[src/rtl/scan_rate_pkg.sv]
package scan_rate_pkg;

  // Strobes from the rate control to the divider datapath.
  typedef struct packed {
    logic restart;   // begin a fresh interval from phase zero
  } divStrobes_t;

endpackage

[src/rtl/rate_step_ctrl.sv]
module rate_step_ctrl
  import scan_rate_pkg::*;
#(
  parameter int NUM_RATES = 6,
  localparam int IDX_W = $clog2(NUM_RATES)
) (
  input  logic             clk,
  input  logic             rstN,
  input  logic             scanStart,
  input  logic             presetValid,
  input  logic [IDX_W-1:0] presetIdx,
  input  logic             speedUp,
  input  logic             slowDown,
  input  logic             tick,
  output logic [IDX_W-1:0] activeIdx,
  output logic             upEcho,
  output logic             downEcho,
  output divStrobes_t      strobes
);

  localparam logic [IDX_W-1:0] MAX_IDX = IDX_W'(NUM_RATES - 1);

  logic [IDX_W-1:0] pendingIdx;
  logic [IDX_W-1:0] pendingNext;
  logic [IDX_W-1:0] startIdx;
  logic             upOnly;
  logic             downOnly;
  logic             stepUp;
  logic             stepDown;

  always_comb begin
    upOnly   = speedUp & ~slowDown;
    downOnly = slowDown & ~speedUp;
    stepUp   = upOnly & ~scanStart & (pendingIdx != MAX_IDX);
    stepDown = downOnly & ~scanStart & (pendingIdx != '0);
    if (stepUp)
      pendingNext = pendingIdx + 1'b1;
    else if (stepDown)
      pendingNext = pendingIdx - 1'b1;
    else
      pendingNext = pendingIdx;
    if (!presetValid)
      startIdx = '0;
    else if (presetIdx > MAX_IDX)
      startIdx = MAX_IDX;
    else
      startIdx = presetIdx;
    strobes.restart = scanStart;
  end

  always_ff @(posedge clk) begin
    if (!rstN) begin
      pendingIdx <= '0;
      activeIdx  <= '0;
      upEcho     <= 1'b0;
      downEcho   <= 1'b0;
    end else if (scanStart) begin
      pendingIdx <= startIdx;
      activeIdx  <= startIdx;
      upEcho     <= 1'b0;
      downEcho   <= 1'b0;
    end else begin
      pendingIdx <= pendingNext;
      if (tick)
        activeIdx <= pendingNext;
      upEcho   <= stepUp;
      downEcho <= stepDown;
    end
  end

  assert_idx_bounded_R5: assert property (@(posedge clk) disable iff (!rstN)
    (pendingIdx <= MAX_IDX) && (activeIdx <= MAX_IDX));

  assert_hold_between_ticks_R4: assert property (@(posedge clk) disable iff (!rstN)
    (!tick && !scanStart) |=> $stable(activeIdx));

  assert_up_echo_step_R9: assert property (@(posedge clk) disable iff (!rstN)
    upEcho |-> (pendingIdx == $past(pendingIdx) + 1'b1));

  assert_down_echo_step_R9: assert property (@(posedge clk) disable iff (!rstN)
    downEcho |-> (pendingIdx == $past(pendingIdx) - 1'b1));

  assert_cancel_R6: assert property (@(posedge clk) disable iff (!rstN)
    (speedUp && slowDown && !scanStart) |=> $stable(pendingIdx));

  assert_echo_exclusive_R9: assert property (@(posedge clk) disable iff (!rstN)
    !(upEcho && downEcho));

endmodule

[src/rtl/rate_divider.sv]
module rate_divider
  import scan_rate_pkg::*;
#(
  parameter int NUM_RATES = 6,
  localparam int IDX_W = $clog2(NUM_RATES),
  localparam int CNT_W = $clog2(NUM_RATES + 1)
) (
  input  logic             clk,
  input  logic             rstN,
  input  divStrobes_t      strobes,
  input  logic [IDX_W-1:0] rateIdx,
  output logic [CNT_W-1:0] ratio,
  output logic             tick
);

  localparam logic [CNT_W-1:0] SLOW_RATIO = CNT_W'(NUM_RATES);

  logic [CNT_W-1:0] phaseCnt;
  logic             lastPhase;

  always_comb begin
    ratio     = SLOW_RATIO - CNT_W'(rateIdx);
    lastPhase = (phaseCnt == ratio - 1'b1);
    tick      = lastPhase;
  end

  always_ff @(posedge clk) begin
    if (!rstN)
      phaseCnt <= '0;
    else if (strobes.restart || lastPhase)
      phaseCnt <= '0;
    else
      phaseCnt <= phaseCnt + 1'b1;
  end

  assert_phase_in_range_R2: assert property (@(posedge clk) disable iff (!rstN)
    phaseCnt < ratio);

  assert_restart_clears_R7: assert property (@(posedge clk) disable iff (!rstN)
    strobes.restart |=> (phaseCnt == '0));

endmodule

[src/rtl/scan_rate_ctrl.sv]
module scan_rate_ctrl
  import scan_rate_pkg::*;
#(
  parameter int NUM_RATES = 6,
  localparam int IDX_W = $clog2(NUM_RATES),
  localparam int CNT_W = $clog2(NUM_RATES + 1)
) (
  input  logic             clk,
  input  logic             rstN,
  input  logic             scanStart,
  input  logic             presetValid,
  input  logic [IDX_W-1:0] presetIdx,
  input  logic             speedUp,
  input  logic             slowDown,
  output logic             shiftTick,
  output logic [IDX_W-1:0] rateIdx,
  output logic [CNT_W-1:0] divRatio,
  output logic             speedUpOut,
  output logic             slowDownOut
);

  divStrobes_t strobes;

  rate_step_ctrl #(.NUM_RATES(NUM_RATES)) u_ctrl (
    .clk        (clk),
    .rstN       (rstN),
    .scanStart  (scanStart),
    .presetValid(presetValid),
    .presetIdx  (presetIdx),
    .speedUp    (speedUp),
    .slowDown   (slowDown),
    .tick       (shiftTick),
    .activeIdx  (rateIdx),
    .upEcho     (speedUpOut),
    .downEcho   (slowDownOut),
    .strobes    (strobes)
  );

  rate_divider #(.NUM_RATES(NUM_RATES)) u_div (
    .clk    (clk),
    .rstN   (rstN),
    .strobes(strobes),
    .rateIdx(rateIdx),
    .ratio  (divRatio),
    .tick   (shiftTick)
  );

  assert_tick_fast_R2: assert property (@(posedge clk) disable iff (!rstN)
    (divRatio == CNT_W'(1) && !scanStart && $past(divRatio) == CNT_W'(1)) |-> shiftTick);

endmodule

[config.mk]
export PLATFORM = sky130hd
export DESIGN_NAME = scan_rate_ctrl
export DESIGN_NICKNAME = d
export VERILOG_FILES = /design/src/rtl/scan_rate_pkg.sv /design/src/rtl/rate_step_ctrl.sv /design/src/rtl/rate_divider.sv /design/src/rtl/scan_rate_ctrl.sv
export SDC_FILE = /design/constraint.sdc
export NUM_CORES = 1
export LEC_CHECK = 0
export ABC_AREA = 1
export BUFFER_PORTS_ARGS = -buffer_cell sky130_fd_sc_hd__buf_2
export CAP_MARGIN = 20
export CORE_MARGIN = 8
export CORE_UTILIZATION = 51
export DETAILED_ROUTE_END_ITERATION = 7
export PLACE_DENSITY = 0.86
export SYNTH_ARGS = -nofsm -noshare
export SYNTH_HDL_FRONTEND = slang
export SYNTH_HIERARCHICAL = 1
export SYNTH_SLANG_ARGS = --single-unit
[constraint.sdc]
create_clock -name clk -period 2.2 [get_ports clk]
set_input_delay 0.11 -clock clk [delete_from_list [all_inputs] [get_ports clk]]
set_output_delay 0.11 -clock clk [all_outputs]
set_load 0.01 [all_outputs]
### Word level (Yosys, flattened, before mapping)

Cells that the tools add are included.

* flip-flop bits (word level): 11
* input port bits: 9
* output and inout port bits: 9
* word-level logic and storage cells: 35

* add/subtract/negate cells: 5
* magnitude comparators: 1
* eq/ne operators: 2
* muxes and demuxes: 7
* bitwise gates (word level): 10
* reduce and logical (&&, ||, !) cells: 5

Operators with widths (number)
* 3-bit two-way mux: 7
* 3-bit by 1-bit adder with 3-bit output (second input constant): 2
* 1-bit AND: 6
* 3-bit by 1-bit subtractor with 3-bit output (second input constant): 2
* 1-bit inverter: 4
* 2-bit OR reduction: 2
* 3-bit equality test: 1
* 3-bit > comparator (second input constant): 1
* 3-bit != test (second input constant): 1
* 3-bit nonzero test: 1
* 3-bit subtractor (first input constant): 1
* 2-bit nonzero test: 1
* 1-bit logical OR: 1

### Logic depth before layout (Yosys ltp)

* depth in word-level cells: 8
* gate-level depth with buffers: 15
* mapped depth without buffers: 15

### Modules after synthesis

The synthesis kept the hierarchy.

Modules (own cells, without submodules)
* rate_step_ctrl: times used 1, cells each 70, area each 484.2 um^2
* rate_divider: times used 1, cells each 46, area each 277.8 um^2

### Worst setup path before layout

Ideal clock, no wire load.

* kind: register -> register
* start point: reg u_ctrl.activeIdx[0]
* end point: reg u_ctrl.activeIdx[0]
* library setup time: 109 ps
* arrival: 1635 ps
* required time: 2091 ps
* path slack: 456 ps
* stages on the path, launching flop included: 16
* period minus slack after synthesis: 1744 ps
* cell sequence: dfxtp_1 -> inv_1 -> ha_1 -> inv_1 -> nand2_1 -> nand2_1 -> nand2_1 -> nand2_1 -> nand2_2 -> inv_1 -> nor2_1 -> inv_2 -> nor2_1 -> nor2_1 -> nand2_1 -> inv_1

* word-level cells in the longest chain between the ends: 4

Ends and longest elaborated chain
* from (decl): RTL line rate_step_ctrl.sv:15 `output logic [IDX_W-1:0] activeIdx,`
* from (signal assigned): RTL line rate_step_ctrl.sv:59 `activeIdx <= startIdx;`
* from (signal assigned): RTL line rate_step_ctrl.sv:65 `activeIdx <= pendingNext;`
* 3-bit subtractor: RTL line rate_divider.sv:22 `ratio = SLOW_RATIO - CNT_W'(rateIdx);`
* via divRatio[1]: RTL line scan_rate_ctrl.sv:17 `output logic [CNT_W-1:0] divRatio,`
* 3-bit by 1-bit subtractor with 3-bit output: RTL line rate_divider.sv:23 `lastPhase = (phaseCnt == ratio - 1'b1);`
* 3-bit equality test: RTL line rate_divider.sv:23
* via shiftTick: RTL line scan_rate_ctrl.sv:15 `output logic shiftTick,`
* 2-bit nonzero test (no source line)

The timed path passes the listed nets, and every way through them passes these cells.
A chain may end at the register's enable or synchronous reset.

### Worst setup path in the final report

* start point: reg u_ctrl.activeIdx[0]
* end point: out shiftTick

* word-level cells in the longest chain between the ends: 3

Ends and longest elaborated chain (RTL line)
* 3-bit subtractor: rate_divider.sv:22
* 3-bit by 1-bit subtractor with 3-bit output: rate_divider.sv:23
* 3-bit equality test: rate_divider.sv:23
* to (decl): scan_rate_ctrl.sv:15

No other way between the ends.

==> impl_metrics.py <==
metrics = {
    "drt": {
        "wl_per_cell_um": 10.6,
        "vias": 721,
        "ant_nets": 0,
        "viasPerCell": 4.77,
        "dr.pass1.iters": 4,
        "drt_wl_total_um": 1600,
        "drt_iter0_markers": 26,
        "drc_errors": 0,
    },
    "setup_path": {
        "r2r_cells": 15,
        "crit_path_max_incr_delay_ns": 0.43,
        "path_max_fanout": 6,
        "cp.required_ns": 2.09,
        "critPathCaptureType": "primary output",
        "crit_chain": "inv_1 > ha_1 > inv_1 > nand2_1 > nand2_1 > nand2_1 > nand2_1 > nand2_2 > inv_1 > buf_2",
        "worst_path_max_delay_cell": "dfxtp_1",
        "arrival_ns": 1.69,
        "crit_type": "reg2out",
        "cpMostUsedCell": "nand2_1",
        "crit_path_start_kind": "flop",
    },
    "cells_and_area": {
        "syn_to_final_growth_pct": 15.3,
        "fill_cells": 139,
        "design_area_um2": 878,
        "layout.nets": 152,
        "drive_gt1_share_pct": 24.4,
        "antenna_cells": 0,
    },
    "yosys": {
        "yosysSeqAreaShare_pct": 28.9,
        "synth_area_per_cell_um2": 6.57,
        "synth_area_leaders": "dfxtp_1, nand2_1, ha_1, inv_1, nor2_1",
        "synth-seq-cells": 11,
        "synth_area_um2": 762,
        "synth_cell_type_count": 18,
        "synth_cells": 116,
        "yosys.area.top_type": "dfxtp_1",
        "ys_warn_count": 6,
        "synth_top_area_share_pct": 28.9,
        "syn-num-nets": 132,
    },
    "grt": {
        "use_met2_pct": 23.0,
        "grt_max_degree": 9,
        "grt_use_met3_pct": 4.62,
        "grtUsageMet1_pct": 13.3,
        "gr-total-overflow": 0,
        "antenna_found_initial": 0,
        "grt.total_usage_pct": 12.4,
        "busiest_layer": "met2",
        "grt_pass1_wl_um": 2820,
        "grt_pass1_vias": 704,
    },
    "floorplan": {
        "core_mm2": 0.00145,
        "io_pins": 18,
        "num_rows": 14,
        "start_util_pct": 52.4,
        "die_h_um": 54.7,
        "die-area_mm2": 0.00299,
        "fp.dieW_um": 54.7,
    },
    "clock_network": {
        "tritoncts": "yes",
        "cts.hold.buffers_added": 0,
        "cts_sinks": 11,
        "ctsHtreeMaxLevel": 1,
        "cts_buffer_depth": 2,
        "insertion_delay_ns": 0.27,
        "postCtsSetupBuffers": 0,
        "cts-root-buf": "clkbuf_4",
        "clkTransAtPathRegs_ns": 0.07,
        "numCtsBuffers": 3,
        "ctsResizeCount": 0,
    },
    "placement": {
        "place_area_um2": 852,
        "port_buffers": 17,
        "dp_hpwl_um": 1300,
        "gp_congestion": 0.887,
    },
    "status": {
        "outcome": "finished clean",
    },
    "timing": {
        "min_period_ns": 1.80,
        "slew_violations": 0,
        "tns_ns": 0,
        "setup_viol": 0,
        "fmax_mhz": 555,
        "fin_worst_skew_ns": 0.00834,
        "hold_violations": 0,
        "rsz0062_at_grt": "false",
        "maxSlewHeadroom_pct": 83.7,
        "worst_slew_pin_slew_ns": 0.245,
        "fin_crit_sh_pct": 82.0,
    },
    "flow_run": {
        "timing.max_cap.violations": 0,
    },
    "power": {
        "vdd_drop_max_mv": 0.384,
        "p_leak_nw": 0.492,
        "p_per_area_mw_per_mm2": 544,
    },
    "worst_hold_path": {
        "hold_class": "in2reg",
        "min_path_cells": 3,
    },
}
-- state kept, by name, summed over array words and instances, names as in the netlist --
name	count
u_ctrl/activeIdx	3
u_ctrl/downEcho	1
u_ctrl/pendingIdx	3
u_ctrl/upEcho	1
u_div/phaseCnt	3
-- cell usage in the layout (no fill, tap or decap) --
cell type	n
nand3_1	8
a31oi_1	1
dfxtp_1	11
inv_2	4
nand2_2	3
nand3_2	3
nor2_2	2
buf_2	17
inv_1	19
clkbuf_4	3
nand4_1	2
a21oi_1	4
clkbuf_1	1
xor2_1	1
nor2_1	17
nor2_4	1
or2_1	1
ha_1	7
nand2_1	28
xnor2_1	2
-- per-layer routing --
metal	part of all wire, %	routed length, um	up-vias
li1	-	-	388
met1	41	658	317
met2	52	827	16
met3	7.0	111	0
met4	0	0	0
met5	0	0	-
-- cell type report --
type / instances / area (um2) / area share, %
Multi-Input combinational cell: 80 / 440 / 50.1
Sequential cell: 11 / 220 / 25.1
Inverter: 23 / 86.3 / 9.83
Timing Repair Buffer: 17 / 85.1 / 9.69
Clock buffer: 4 / 26.3 / 2.99
Tap cell: 16 / 20.0 / 2.28
-- worst paths after layout --
check                           start                   end  slack [ns]
hold / removal           presetIdx[1]  u_ctrl/pendingIdx[1]        0.13
setup reg to reg  u_ctrl/activeIdx[0]   u_ctrl/activeIdx[1]        0.41
hold reg to reg     u_div/phaseCnt[0]     u_div/phaseCnt[0]        0.47
setup / recovery  u_ctrl/activeIdx[0]             shiftTick        0.40
-- logic make-up (layout without fill, tap and decap cells) --
| logic type | Yosys count | in the layout | share of synthesized area (%) |
|---|---|---|---|
| adders and majority gates | 7 | 7 | 11.5 |
| buffers and inverters | 25 | 44 | 13.3 |
| and+or+nand+nor | 65 | 65 | 39.4 |
| AOI/OAI and AO/OA | 5 | 5 | 3.45 |
| DFF | 11 | 11 | 28.9 |
| xor gates and xnor gates | 3 | 3 | 3.45 |
-- power by group --
part | internal [mW] | switching, mW
logic | 0.0481 | 0.0720
clock network | 0.0701 | 0.0656
registers | 0.210 | 0.0119
-- Yosys cell counts --
cell,number
nor2_1,17
a21oi_1,4
nand3_2,3
dfxtp_1,11
a31oi_1,1
nor2_2,2
nand4_1,2
nand2_2,3
inv_2,4
xor2_1,1
xnor2_1,2
or2_1,1
inv_1,19
buf_4,2
nor2_4,1
nand2_1,28
nand3_1,8
ha_1,7
-- metrics by stage --
step	setup slack, ns	std cells	hold slack, ns	utilization [%]	power (mW)
after global placement	0.510	147	0.409	58.6	0.340
after global routing	0.192	151	0.136	60.4	0.512
final	0.397	151	0.129	60.4	0.477
after detailed placement	0.425	147	0.412	58.6	0.347
after CTS	0.369	151	0.122	60.4	0.483
after floorplan	0.456	116	0.279	-	0.310
-- critical path, delay by kind of cell (launching register included) --
family	cells	cell delay, ns
flops	1	0.43
buf+inv	4	0.35
fa+ha+maj	1	0.33
simple gates	5	0.30
(Power assumes the default switching activity.)
